===== src/rtl/dbr_pkg.sv =====
package dbr_pkg;
  typedef enum logic [1:0] {
    XFER_NONE = 2'd0,
    XFER_CALL = 2'd1,
    XFER_BCC  = 2'd2,
    XFER_RET  = 2'd3
  } xfer_e;

  localparam int unsigned XLEN     = 32;
  localparam int unsigned OFF_W    = 19;
  localparam int unsigned COND_W   = 4;
  localparam int unsigned ANNUL_B  = 23;
  localparam int unsigned COND_LSB = 19;
endpackage


===== src/rtl/dbr_cond_eval.sv =====
module dbr_cond_eval
  import dbr_pkg::*;
(
  input  logic [COND_W-1:0] cond_i,
  input  logic [3:0]        flags_i,   // {N,Z,C,V}
  output logic              take_o,
  output logic              needs_flags_o
);
  logic n, z, c, v, base;
  assign {n, z, c, v} = flags_i;

  // even code = base condition, odd code = its inverse
  always_comb begin
    unique case (cond_i[3:1])
      3'd0:    base = 1'b1;
      3'd1:    base = z;
      3'd2:    base = c;
      3'd3:    base = n;
      3'd4:    base = v;
      3'd5:    base = c & ~z;
      3'd6:    base = (n == v);
      default: base = ~z & (n == v);
    endcase
  end

  assign take_o        = base ^ cond_i[0];
  assign needs_flags_o = (cond_i[3:1] != 3'd0);
endmodule


===== src/rtl/dbr_target_gen.sv =====
module dbr_target_gen
  import dbr_pkg::*;
(
  input  xfer_e           kind_i,
  input  logic [XLEN-1:0] instr_i,
  input  logic [XLEN-1:0] pc_i,
  input  logic [XLEN-1:0] ret_target_i,
  output logic [XLEN-1:0] target_o
);
  localparam int unsigned SEXT_W = XLEN - OFF_W - 2;

  logic [XLEN-1:0] rel_off;
  assign rel_off = {{SEXT_W{instr_i[OFF_W-1]}}, instr_i[OFF_W-1:0], 2'b00};

  always_comb begin
    unique case (kind_i)
      XFER_CALL: target_o = {instr_i[XLEN-3:0], 2'b00};
      XFER_BCC:  target_o = pc_i + rel_off;
      XFER_RET:  target_o = ret_target_i;
      default:   target_o = '0;
    endcase
  end
endmodule


===== src/rtl/dbr_slot_ctrl.sv =====
module dbr_slot_ctrl (
  input  logic clk_i,
  input  logic rst_ni,
  input  logic consume_i,
  input  logic arm_i,
  output logic pending_o
);
  // consuming any instruction clears the mark unless it arms a new one
  always_ff @(posedge clk_i or negedge rst_ni) begin
    if (!rst_ni)        pending_o <= 1'b0;
    else if (consume_i) pending_o <= arm_i;
  end
endmodule


===== src/rtl/dbr_decode.sv =====
module dbr_decode
  import dbr_pkg::*;
#(
  parameter logic [1:0] OPC_CALL = 2'b01,
  parameter logic [7:0] OPC_BCC  = 8'h02,
  parameter logic [7:0] OPC_RET  = 8'h81
) (
  input  logic            clk_i,
  input  logic            rst_ni,
  input  logic            instr_valid_i,
  input  logic [XLEN-1:0] instr_i,
  input  logic [XLEN-1:0] pc_i,
  input  logic [3:0]      flags_i,
  input  logic            flags_valid_i,
  input  logic [XLEN-1:0] ret_target_i,
  output logic            redirect_o,
  output logic [XLEN-1:0] target_o,
  output logic            stall_o,
  output logic            squash_o
);
  xfer_e           kind;
  logic            cond_take, needs_flags, pending;
  logic            live, wait_flags, taken, consume, arm;
  logic [XLEN-1:0] tgt;

  always_comb begin
    if (instr_i[XLEN-1 -: 2] == OPC_CALL)     kind = XFER_CALL;
    else if (instr_i[XLEN-1 -: 8] == OPC_BCC) kind = XFER_BCC;
    else if (instr_i[XLEN-1 -: 8] == OPC_RET) kind = XFER_RET;
    else                                      kind = XFER_NONE;
  end

  dbr_cond_eval u_cond (
    .cond_i        (instr_i[COND_LSB +: COND_W]),
    .flags_i       (flags_i),
    .take_o        (cond_take),
    .needs_flags_o (needs_flags)
  );

  dbr_target_gen u_tgt (
    .kind_i       (kind),
    .instr_i      (instr_i),
    .pc_i         (pc_i),
    .ret_target_i (ret_target_i),
    .target_o     (tgt)
  );

  assign live       = instr_valid_i & ~pending;
  assign wait_flags = live & (kind == XFER_BCC) & needs_flags & ~flags_valid_i;
  assign taken      = live & ~wait_flags &
                      ((kind == XFER_CALL) | (kind == XFER_RET) |
                       ((kind == XFER_BCC) & cond_take));
  assign arm        = live & ~wait_flags & (kind == XFER_BCC) &
                      instr_i[ANNUL_B] & ~cond_take;
  assign consume    = instr_valid_i & ~wait_flags;

  dbr_slot_ctrl u_slot (
    .clk_i     (clk_i),
    .rst_ni    (rst_ni),
    .consume_i (consume),
    .arm_i     (arm),
    .pending_o (pending)
  );

  assign redirect_o = taken;
  assign target_o   = taken ? tgt : '0;
  assign stall_o    = wait_flags;
  assign squash_o   = instr_valid_i & pending;


  stall_excl_chk: assert property (@(posedge clk_i) disable iff (!rst_ni)
    stall_o |-> !redirect_o);


  squash_quiet_chk: assert property (@(posedge clk_i) disable iff (!rst_ni)
    squash_o |-> (!redirect_o && !stall_o));


  squash_once_chk: assert property (@(posedge clk_i) disable iff (!rst_ni)
    squash_o |=> !squash_o);


  tgt_align_chk: assert property (@(posedge clk_i) disable iff (!rst_ni)
    (redirect_o && kind != XFER_RET) |-> (target_o[1:0] == 2'b00));


  idle_quiet_chk: assert property (@(posedge clk_i) disable iff (!rst_ni)
    !instr_valid_i |-> (!redirect_o && !stall_o && !squash_o));


  no_redirect_zero_chk: assert property (@(posedge clk_i) disable iff (!rst_ni)
    !redirect_o |-> (target_o == '0));
endmodule


===== config.mk =====
export PLATFORM = sky130hd
export DESIGN_NAME = dbr_decode
export DESIGN_NICKNAME = d
export VERILOG_FILES = /design/src/rtl/dbr_pkg.sv /design/src/rtl/dbr_cond_eval.sv /design/src/rtl/dbr_target_gen.sv /design/src/rtl/dbr_slot_ctrl.sv /design/src/rtl/dbr_decode.sv
export SDC_FILE = /design/constraint.sdc
export NUM_CORES = 1
export LEC_CHECK = 0
export BUFFER_PORTS_ARGS = -buffer_cell sky130_fd_sc_hd__buf_4
export CORE_MARGIN = 2
export CORE_UTILIZATION = 46
export CTS_BUF_LIST = sky130_fd_sc_hd__clkbuf_16
export CTS_CLUSTER_SIZE = 10
export DETAILED_ROUTE_END_ITERATION = 16
export PLACE_DENSITY_LB_ADDON = 0.1
export SYNTH_ARGS = -nofsm -noshare
export SYNTH_HDL_FRONTEND = slang
export SYNTH_SLANG_ARGS = --single-unit

===== constraint.sdc =====
create_clock -name clk_i -period 3.5 [get_ports clk_i]
set_input_delay 0.7 -clock clk_i [delete_from_list [all_inputs] [get_ports clk_i]]
set_output_delay 0.7 -clock clk_i [all_outputs]
set_load 0.03 [all_outputs]

==> results of run 1 <==
-- what timing repair did --
| item | 4_1_cts | 5_1_grt |
|---|---|---|
| pin swaps | 17 | 32 |
| setup endpoints to repair | 16 | 19 |
| gates resized for setup | 46 | 42 |
| setup buffers | 4 | 5 |
-- synthesized netlist by cell type (all sizes together), types with 8 or more instances --
library cell / n
nor3: 14
xnor2: 15
a222oi: 20
nor2: 48
o21ai: 12
nand3: 13
xor2: 8
buf: 11
inv: 8
a21oi: 31
clkbuf: 12
ha: 29
nand2: 30
-- worst reg2reg max path, delay by kind of cell, from the launching register on --
family | cells | cell delay, ps
flip-flops | 1 | 360
AO/OA/AOI/OAI | 1 | 170
AND/OR/NAND/NOR | 1 | 170
-- report_power, final --
| group | switching [uW] | internal [uW] |
|---|---|---|
| logic | 385 | 384 |
| clock network | 0 | 0 |
| registers | 0.00578 | 11.8 |
-- routing by layer --
| layer | GRT usage (%) | up-vias |
|---|---|---|
| li1 | - | 1780 |
| met4 | 15.5 | 0 |
| met1 | 37.9 | 1930 |
| met2 | 68.9 | 394 |
| met3 | 3.49 | 119 |
| met5 | 0 | - |
-- cell usage in the layout, fill, tap and decap left out, types with 6 or more instances in the layout --
cell type,Yosys,routed
nor2_1,48,43
ha_4,0,17
a21o_1,7,7
nand2_1,29,27
a21oi_2,1,11
buf_4,1,209
a222oi_1,20,20
xnor2_1,15,14
nand4_1,6,6
inv_1,8,7
ha_1,29,9
o21ai_0,8,6
a21oi_1,28,18
buf_6,3,10
nor3_1,13,10
xor2_1,8,7
nand3_1,11,9
-- worst max-delay path by stage --
| stage | startpoint | end | slack (ps) |
|---|---|---|---|
| 3_3_place_gp | instr_i[0] | target_o[28] | -220 |
| 5_1_grt | instr_i[0] | target_o[28] | -290 |
| 6_report | instr_i[0] | target_o[28] | -210 |
| 3_5_place_dp | instr_i[0] | target_o[28] | -290 |
| 4_1_cts | instr_i[0] | target_o[28] | -130 |
| 2_1_floorplan | instr_i[0] | target_o[28] | -110 |
-- cell type report --
type	instances	area share, %
Multi-Input combinational cell	321	60.3
Inverter	8	0.641
Timing Repair Buffer	221	36.6
Sequential cell	1	0.534
Tap cell	70	1.87
-- per-stage QoR --
step / setup TNS, ps / area [sq um] / std cells / util [%] / hold WS, ps
after floorplan: -110 / 2530 / 353 / - / 404
after global placement: -1130 / 4100 / 612 / 79.3 / 476
after detailed placement: -1810 / 4100 / 612 / 79.3 / 477
after CTS: -476 / 4450 / 616 / 86.0 / 477
after global routing: -2440 / 4690 / 621 / 90.6 / 480
final: -991 / 4690 / 621 / 90.6 / 476
-- cell families (layout without fill, tap and decap cells) --
kind of cell,Yosys count,after routing,share of synthesized area [%]
AO/OA/AOI/OAI,127,127,41.3
XOR/XNOR,23,23,8.08
adder cells (fa/ha/maj),30,30,15.4
buffers and inverters,31,229,6.07
flip-flops,1,1,1.00
multiplexers,2,2,0.803
AND/OR/NAND/NOR,139,139,27.3
==> flow_summary.yaml, run 1 <==
global_route:
  grt_pass1_wl_um: 17900
  grt_max_degree: 33
  antenna_found_initial: 0
  grt_use_total_pct: 35.4
  grt_overflow: 0
  grt_pass1_vias: 3956
drt:
  drt-total-wl_um: 13200
  drc: 0
  first_pass_iters: 8
  viasPerCell: 6.80
  antenna_left: 0
  initialDrtViolationCount: 506
  dr_wl_met2_um: 6440
  vias: 4223
  wl_per_cell_um: 21.3
  routed.top_layer: "met4"
  wl_met3_um: 1300
  met1_length_um: 4450
place:
  io_buffers: 138
  place_ws_ps: -288
  dp_hpwl_um: 8010
  place_congestion: 0.950
timing:
  setup_ws_ps: -208
  fin_crit_sh_pct: 106
  rsz0062_at_grt: "true"
  tightest_slew_ps: 732
  max_slew_margin_pct: 50.8
  fmax_mhz: 270
  fin_worst_skew_ps: 0
  slew_viol_final: 0
  final-hold-violation-count: 0
  fin_crit_ps: 3710
  setup_viol: 11
critical_path:
  cp_top_family: "simple AND/OR/NAND/NOR gates"
  critPathSlowestCell: "or4_4"
  crit_path_end_kind: "primary output"
  cpPeakStageDelay_ps: 460
  path_class: "in -> out"
  path_buf_inv: 3
  r2r-start: "u_slot.pending_o$_DFFE_PN0P_"
  reg2reg_setup_slack_ps: 2700
  cp_data_required_time_ps: 2800
  critPathLaunchType: "primary input"
  reg2reg_depth: 2
  cp.depth: 13
  path_max_fanout: 4
  r2r-end: "u_slot.pending_o$_DFFE_PN0P_"
  critical_path_arrival_ps: 3010
  cp_cell_sequence: "buf_8 > ha_4 > inv_2 > fa_2 > nor2b_4 > o2111ai_2 > nand3_2 > a21oi_4 > o31ai_4 > nand3_2 > or4_4 > a31oi_4 > buf_6"
  crit_top_cell: "nand3_2"
synthesis:
  syn-instance-count: 353
  async_reset_ff_share_pct: 100
  ys_ff_latch: 1
  synth_cell_types: 68
  yosysTopAreaCellShare_pct: 14.6
  synth_edf_count: 0
  syn_area_sq_um: 2490
  syn-num-nets: 487
  synth_area_leader_cell: "ha_1"
  syn_area_per_cell_sq_um: 7.06
  yosys_warnings: 0
  ys_top_cells_by_area: "ha_1 (15%), a222oi_1 (8.0%), nor2_1 (7.2%)"
  ys.flop_type: "dfrtp_1"
  yosysSeqAreaShare_pct: 1.00
finish:
  drive_above_1_share_pct: 57.0
  reg.largest.list: "u_slot.pending_o (1)"
  seq_area_sq_um: 25.0
  nFillCells: 223
  diodes: 0
  largest_reg_flops: 1
  multiInputGateArea_sq_um: 2830
  area_growth_syn_to_layout_pct: 88.0
  largest-register: "u_slot.pending_o"
  nets: 687
run_status:
  violations: "negative setup slack"
  status: "complete, but fails checks"
power:
  vdd_drop_max_uv: 140
  power.density_nw_per_um2: 167
  leakagePower_uw: 0.00204
  power_uw: 781
floorplanning:
  die_w_um: 77.6
  core-area_sq_um: 5170
  ios: 139
  die_area_sq_um: 6030
  start_util_pct: 48.2
  die_h_um: 77.6
  num_rows: 26
clock_network:
  postCtsHoldBufs: 0
  cts.clk_slew.worst_paths_ps: 0
  clk_latency_ps: 0
job:
  cap_violations: 0
hold_path:
  hp-class: "in -> async"
Note: power is estimated with default switching activity, not from simulation.
==> run 2: changes to the inputs <==
--- a/config.mk
+++ b/config.mk
@@ -13,4 +13,5 @@
 export DETAILED_ROUTE_END_ITERATION = 16
 export PLACE_DENSITY_LB_ADDON = 0.1
+export SETUP_SLACK_MARGIN = 0.02
 export SYNTH_ARGS = -nofsm -noshare
 export SYNTH_HDL_FRONTEND = slang
==> constraint.sdc (replaced) <==
create_clock -name clk_i -period 3.5 [get_ports clk_i]
set_input_delay 0.175 -clock clk_i [delete_from_list [all_inputs] [get_ports clk_i]]
set_output_delay 0.175 -clock clk_i [all_outputs]
set_load 0.03 [all_outputs]
==> run 2 against run 1 <==
  * The flow now finishes without violations
  * Cell count down 12%
  * Sequential cell count unchanged
  * Wire length down 36%
  * Utilization down 22 points
  * Sequential power about the same
  * Worst hold slack better by 17 ps
  * First-iteration DRC count down 62%
  * Register-to-register slack worse by 60 ps
==> flow_summary.yaml, run 2 (synthesis gave the netlist of run 1 again) <==
timing:
  fin_crit_ps: 2860
  fmax_mhz: 350
  fin_crit_sh_pct: 81.7
  fin_tns_setup_ps: 0
  final-hold-violation-count: 0
  slew_viol_final: 0
  tightest_slew_ps: 485
  setup_viol: 0
  rsz0062_at_grt: "false"
  max_slew_margin_pct: 66.8
  fin_worst_skew_ps: 0
  setup_ws_ps: 641
  fin_hold_ws_ps: 492
hold_path:
  hp-class: "in -> reg"
  min_from: "instr_i[23]"
floorplanning:
  die_w_um: 77.6
  start_util_pct: 48.2
  num_rows: 26
  ios: 139
  die_area_sq_um: 6030
  die_h_um: 77.6
  core-area_sq_um: 5170
global_route:
  grt_pass1_wl_um: 13800
  grt_pass1_vias: 3082
  grt_use_total_pct: 26.5
  antenna_found_initial: 0
  grt_max_degree: 33
  grt_overflow: 0
place:
  io_buffers: 138
  place_area_sq_um: 3540
  place_congestion: 0.876
  dp_hpwl_um: 6990
  place_ws_ps: 691
power:
  leakagePower_uw: 0.00160
  power_frac_seq_pct: 2.4
  clockPowerShare_pct: 0
  combPwrFrac_pct: 97.6
  vdd_drop_max_uv: 79.2
  intPower_uw: 239
  switching_share_pct: 52.2
  switchingPower_uw: 261
  power.density_nw_per_um2: 141
finish:
  layout_common_cells: "buf_4 (143), nor2_1 (47), nand2_1 (29), ha_1 (29), a21oi_1 (28)"
  largest_reg_flops: 1
  reg.largest.list: "u_slot.pending_o (1)"
  nets: 610
  final_common_cell: "buf_4"
  multiInputGateArea_sq_um: 2330
  diodes: 0
  drive_above_1_share_pct: 36.3
  largest-register: "u_slot.pending_o"
  nFillCells: 460
  area_growth_syn_to_layout_pct: 42.5
  design_area_sq_um: 3550
  seq_area_sq_um: 25.0
drt:
  initialDrtViolationCount: 194
  drt-total-wl_um: 8480
  first_pass_iters: 6
  viasPerCell: 5.99
  drc: 0
  antenna_left: 0
  wl_per_cell_um: 15.6
  vias: 3258
critical_path:
  startpoint: "instr_i[0]"
  cp_data_required_time_ps: 3320
  r2r-start: "u_slot.pending_o$_DFFE_PN0P_"
  path_max_fanout: 5
  path_class: "in -> out"
  critical_path_arrival_ps: 2680
  crit_path_end_kind: "primary output"
  critPathLaunchType: "primary input"
clock_network:
  clk_latency_ps: 0
  cts_setup_buffers: 0
  cts.clk_slew.worst_paths_ps: 0
run_status:
  status: "finished, final reports clean"
job:
  cap_violations: 0
-- run 2: cell types whose count changed in the layout (fill, tap and decap cells not counted), moves of 3 or more --
cell,change
buf_4,-66
nor3_2,-3
nor2_1,+4
ha_2,-3
a31oi_1,+4
a21oi_1,+10
a21oi_2,-10
nor2_2,-3
ha_1,+20
nor3_1,+3
buf_6,-10
ha_4,-17
-- run 2: repair_timing --
item / CTS / global route
hold buffers: 1 / 0
resized for setup: 0 / 0
hold endpoints to repair: 1 / 0
-- run 2: metal layers --
metal / vias to the layer above / GRT usage, % / share of wire, %
met2: 119 / 51.5 / 52
li1: 1629 / - / -
met1: 1500 / 31.2 / 40
met5: - / 0 / 0
met4: 0 / 3.39 / 0.94
met3: 10 / 3.37 / 7.1
-- run 2: per-stage QoR --
stage,power (uW),util [%],instances
after global placement,489,68.5,543
after floorplan,327,-,353
after CTS,497,68.7,544
final,500,68.7,544
after detailed placement,495,68.5,543
after global routing,545,68.7,544
-- run 2: critical path, stage by stage --
cell and delay (ps):
buf_4 90, ha_1 160, inv_1 60, fa_1 410, nor2b_2 150, o2111ai_1 140, nand3_2 150, a21oi_4 110
o31ai_4 280, nand3_2 140, or4_1 420, a31oi_1 210, buf_4 190
-- run 2: final cells by class --
| cell class | instances | share of cell area (%) |
|---|---|---|
| timing repair buffer | 144 | 30.5 |
| tap | 70 | 2.46 |
| multi-input combinational | 321 | 65.5 |
| sequential | 1 | 0.704 |
| inverter | 8 | 0.845 |
-- run 2: power by group through the flow --
| stage | Combinational [uW] | Sequential, uW | Clock (uW) |
|---|---|---|---|
| 2_1_floorplan | 315 | 11.8 | 0 |
| 3_3_place_gp | 478 | 11.8 | 0 |
| 3_5_place_dp | 483 | 11.8 | 0 |
| 4_1_cts | 486 | 11.8 | 0 |
| 5_1_grt | 533 | 11.8 | 0 |
| 6_report | 489 | 11.8 | 0 |
-- run 2: path summary, 6_finish.rpt --
check	to	slack, ps	cells past startpoint
setup / recovery	target_o[24]	640	13
hold / removal	u_slot.pending_o$_DFFE_PN0P_	490	3
setup reg to reg	u_slot.pending_o$_DFFE_PN0P_	2640	2
hold reg to reg	u_slot.pending_o$_DFFE_PN0P_	530	2
max in group asynchronous	u_slot.pending_o$_DFFE_PN0P_	2900	2
min in group asynchronous	u_slot.pending_o$_DFFE_PN0P_	510	2
==> run 3: changes to the inputs <==
CORE_UTILIZATION = 42   (was 46)
clock period = 2.5 ns   (was 3.5 ns; I/O delays follow)
==> run 3 against run 2 <==
  * Cell count is 7.5% higher
  * Clock skew stayed put
  * Highest routed layer unchanged
  * Design area is 17% higher
  * Register-to-register slack worse by 960 ps
  * Critical endpoint unchanged
  * First-iteration DRC count is 12% higher
  * Sequential share of layout area is 0.10 points lower
  * Largest cell class unchanged
  * Sequential power is 40% higher
  * Die area is 9.0% higher
  * The run now ends with negative setup slack left
  * Sequential cell count stayed put
  * Utilization is 2.7 points higher
  * Critical path type unchanged
  * Critical path depth stayed put
==> flow_summary.yaml, run 3 (synthesis gave the netlist of run 1 again) <==
place:
  io_buffers: 138
  place_congestion: 0.889
  dp_hpwl_um: 7380
job:
  cap_violations: 0
timing:
  tightest_slew_ps: 631
  fmax_mhz: 397
  fin_crit_ps: 2520
  final-hold-violation-count: 0
  rsz0062_at_grt: "true"
  setup_ws_ps: -19.5
  fin_hold_ws_ps: 434
  fin_worst_skew_ps: 0
  slew_viol_final: 0
  fin_crit_sh_pct: 101
  setup_viol: 1
  max_slew_margin_pct: 57.6
critical_path:
  critPathSlowestCell: "or4_4"
  critical_path_arrival_ps: 2390
  critPathLaunchType: "primary input"
  cp_data_required_time_ps: 2380
  cp_cell_sequence: "buf_8 > ha_4 > inv_2 > fa_2 > nor2b_4 > o2111ai_2 > nand3_2 > a21oi_4 > o31ai_4 > nand3_2 > or4_4 > a31oi_4 > buf_6"
  reg2reg_setup_slack_ps: 1680
  r2r-start: "u_slot.pending_o$_DFFE_PN0P_"
  crit_top_cell: "nand3_2"
  cpPeakStageDelay_ps: 440
  reg2reg_depth: 2
  path_class: "in -> out"
  r2r-end: "u_slot.pending_o$_DFFE_PN0P_"
  crit_path_end_kind: "primary output"
  path_max_fanout: 3
run_status:
  violations: "negative setup slack"
  status: "complete, but fails checks"
global_route:
  grt_pass1_vias: 3121
  grt_use_total_pct: 25.7
  grt_max_degree: 33
  antenna_found_initial: 0
  grt_pass1_wl_um: 14000
  grt_overflow: 0
drt:
  initialDrtViolationCount: 218
  viasPerCell: 6.01
  antenna_left: 0
  first_pass_iters: 5
  drc: 0
  drt-total-wl_um: 9390
  vias: 3513
  wl_per_cell_um: 16.0
floorplanning:
  start_util_pct: 42.9
  core-area_sq_um: 5820
  die_h_um: 81.1
  ios: 139
  num_rows: 28
  die_area_sq_um: 6570
  die_w_um: 81.1
finish:
  reg.largest.list: "u_slot.pending_o (1)"
  multiInputGateArea_sq_um: 2620
  largest_reg_flops: 1
  nets: 646
  area_growth_syn_to_layout_pct: 66.7
  largest-register: "u_slot.pending_o"
  drive_above_1_share_pct: 47.6
  final_util_pct: 71.5
  layout_common_cells: "buf_4 (173), nor2_1 (46), nand2_1 (29)"
  nFillCells: 521
  final_common_cell: "buf_4"
  seq_area_sq_um: 25.0
  diodes: 0
hold_path:
  hp-class: "in -> reg"
  hold_depth: 3
  hold-path-endpoint: "u_slot.pending_o$_DFFE_PN0P_"
  min_from: "instr_i[23]"
power:
  power.density_nw_per_um2: 209
  leakagePower_uw: 0.00182
  vdd_drop_max_uv: 150
  power_uw: 870
clock_network:
  clk_latency_ps: 0
  cts.clk_slew.worst_paths_ps: 0
-- run 3: changes by cell type in the layout (fill, tap and decap cells not counted), sizes merged --
| cell | change |
|---|---|
| buf | +36 |
-- run 3: report_power, final --
part	leakage (uW)	internal (uW)	switching, uW	total [uW]
clock network	0	0	0	0
logic	0.00180	422	431	853
registers	0.0000140	16.5	0.00788	16.5
-- run 3: final cells by class --
| cell class | count | share of cell area (%) |
|---|---|---|
| multi-input combinational | 321 | 63.1 |
| timing repair buffer | 180 | 33.3 |
| tap | 75 | 2.26 |
| inverter | 8 | 0.722 |
| sequential | 1 | 0.602 |
-- run 3: worst max-delay path, delay by kind of cell --
family | cells | cell delay (ps)
AO/OA/AOI/OAI | 4 | 630
adder cells (fa/ha/maj) | 2 | 520
buffers and inverters | 3 | 270
AND/OR/NAND/NOR | 4 | 840
-- run 3: worst max-delay path by stage --
stage,from,end,cells past startpoint
global route,pc_i[2],target_o[24],13
detailed placement,instr_i[8],target_o[31],12
floorplan,instr_i[0],target_o[28],11
global placement,instr_i[18],target_o[31],12
CTS,instr_i[18],target_o[31],12
finish,pc_i[2],target_o[24],13
-- run 3: routing by layer --
metal / up-vias / GRT usage, % / routed length [um]
li1: 1700 / - / -
met1: 1637 / 30.6 / 3660
met2: 154 / 48.4 / 4820
met3: 22 / 2.89 / 663
met4: 0 / 6.27 / 239
met5: - / 0 / 0
-- run 3: per-stage QoR --
step	setup TNS (ps)	instances	instance area [sq um]	worst slack [ps]
finish	-19.5	585	4160	-19.5
global placement	-697	576	3790	-380
CTS	-47.0	581	3970	-18.1
floorplan	-0.136	353	2530	-0.136
detailed placement	-960	576	3790	-336
global route	-494	585	4160	-91.4
-- run 3: repair_timing --
action | 4_1_cts | 5_1_grt
hold buffers | 1 | 0
setup endpoints to repair | 8 | 17
gates resized for setup | 29 | 27
buffers inserted | 4 | 5
hold endpoints to repair | 1 | 0
pin swaps | 21 | 18
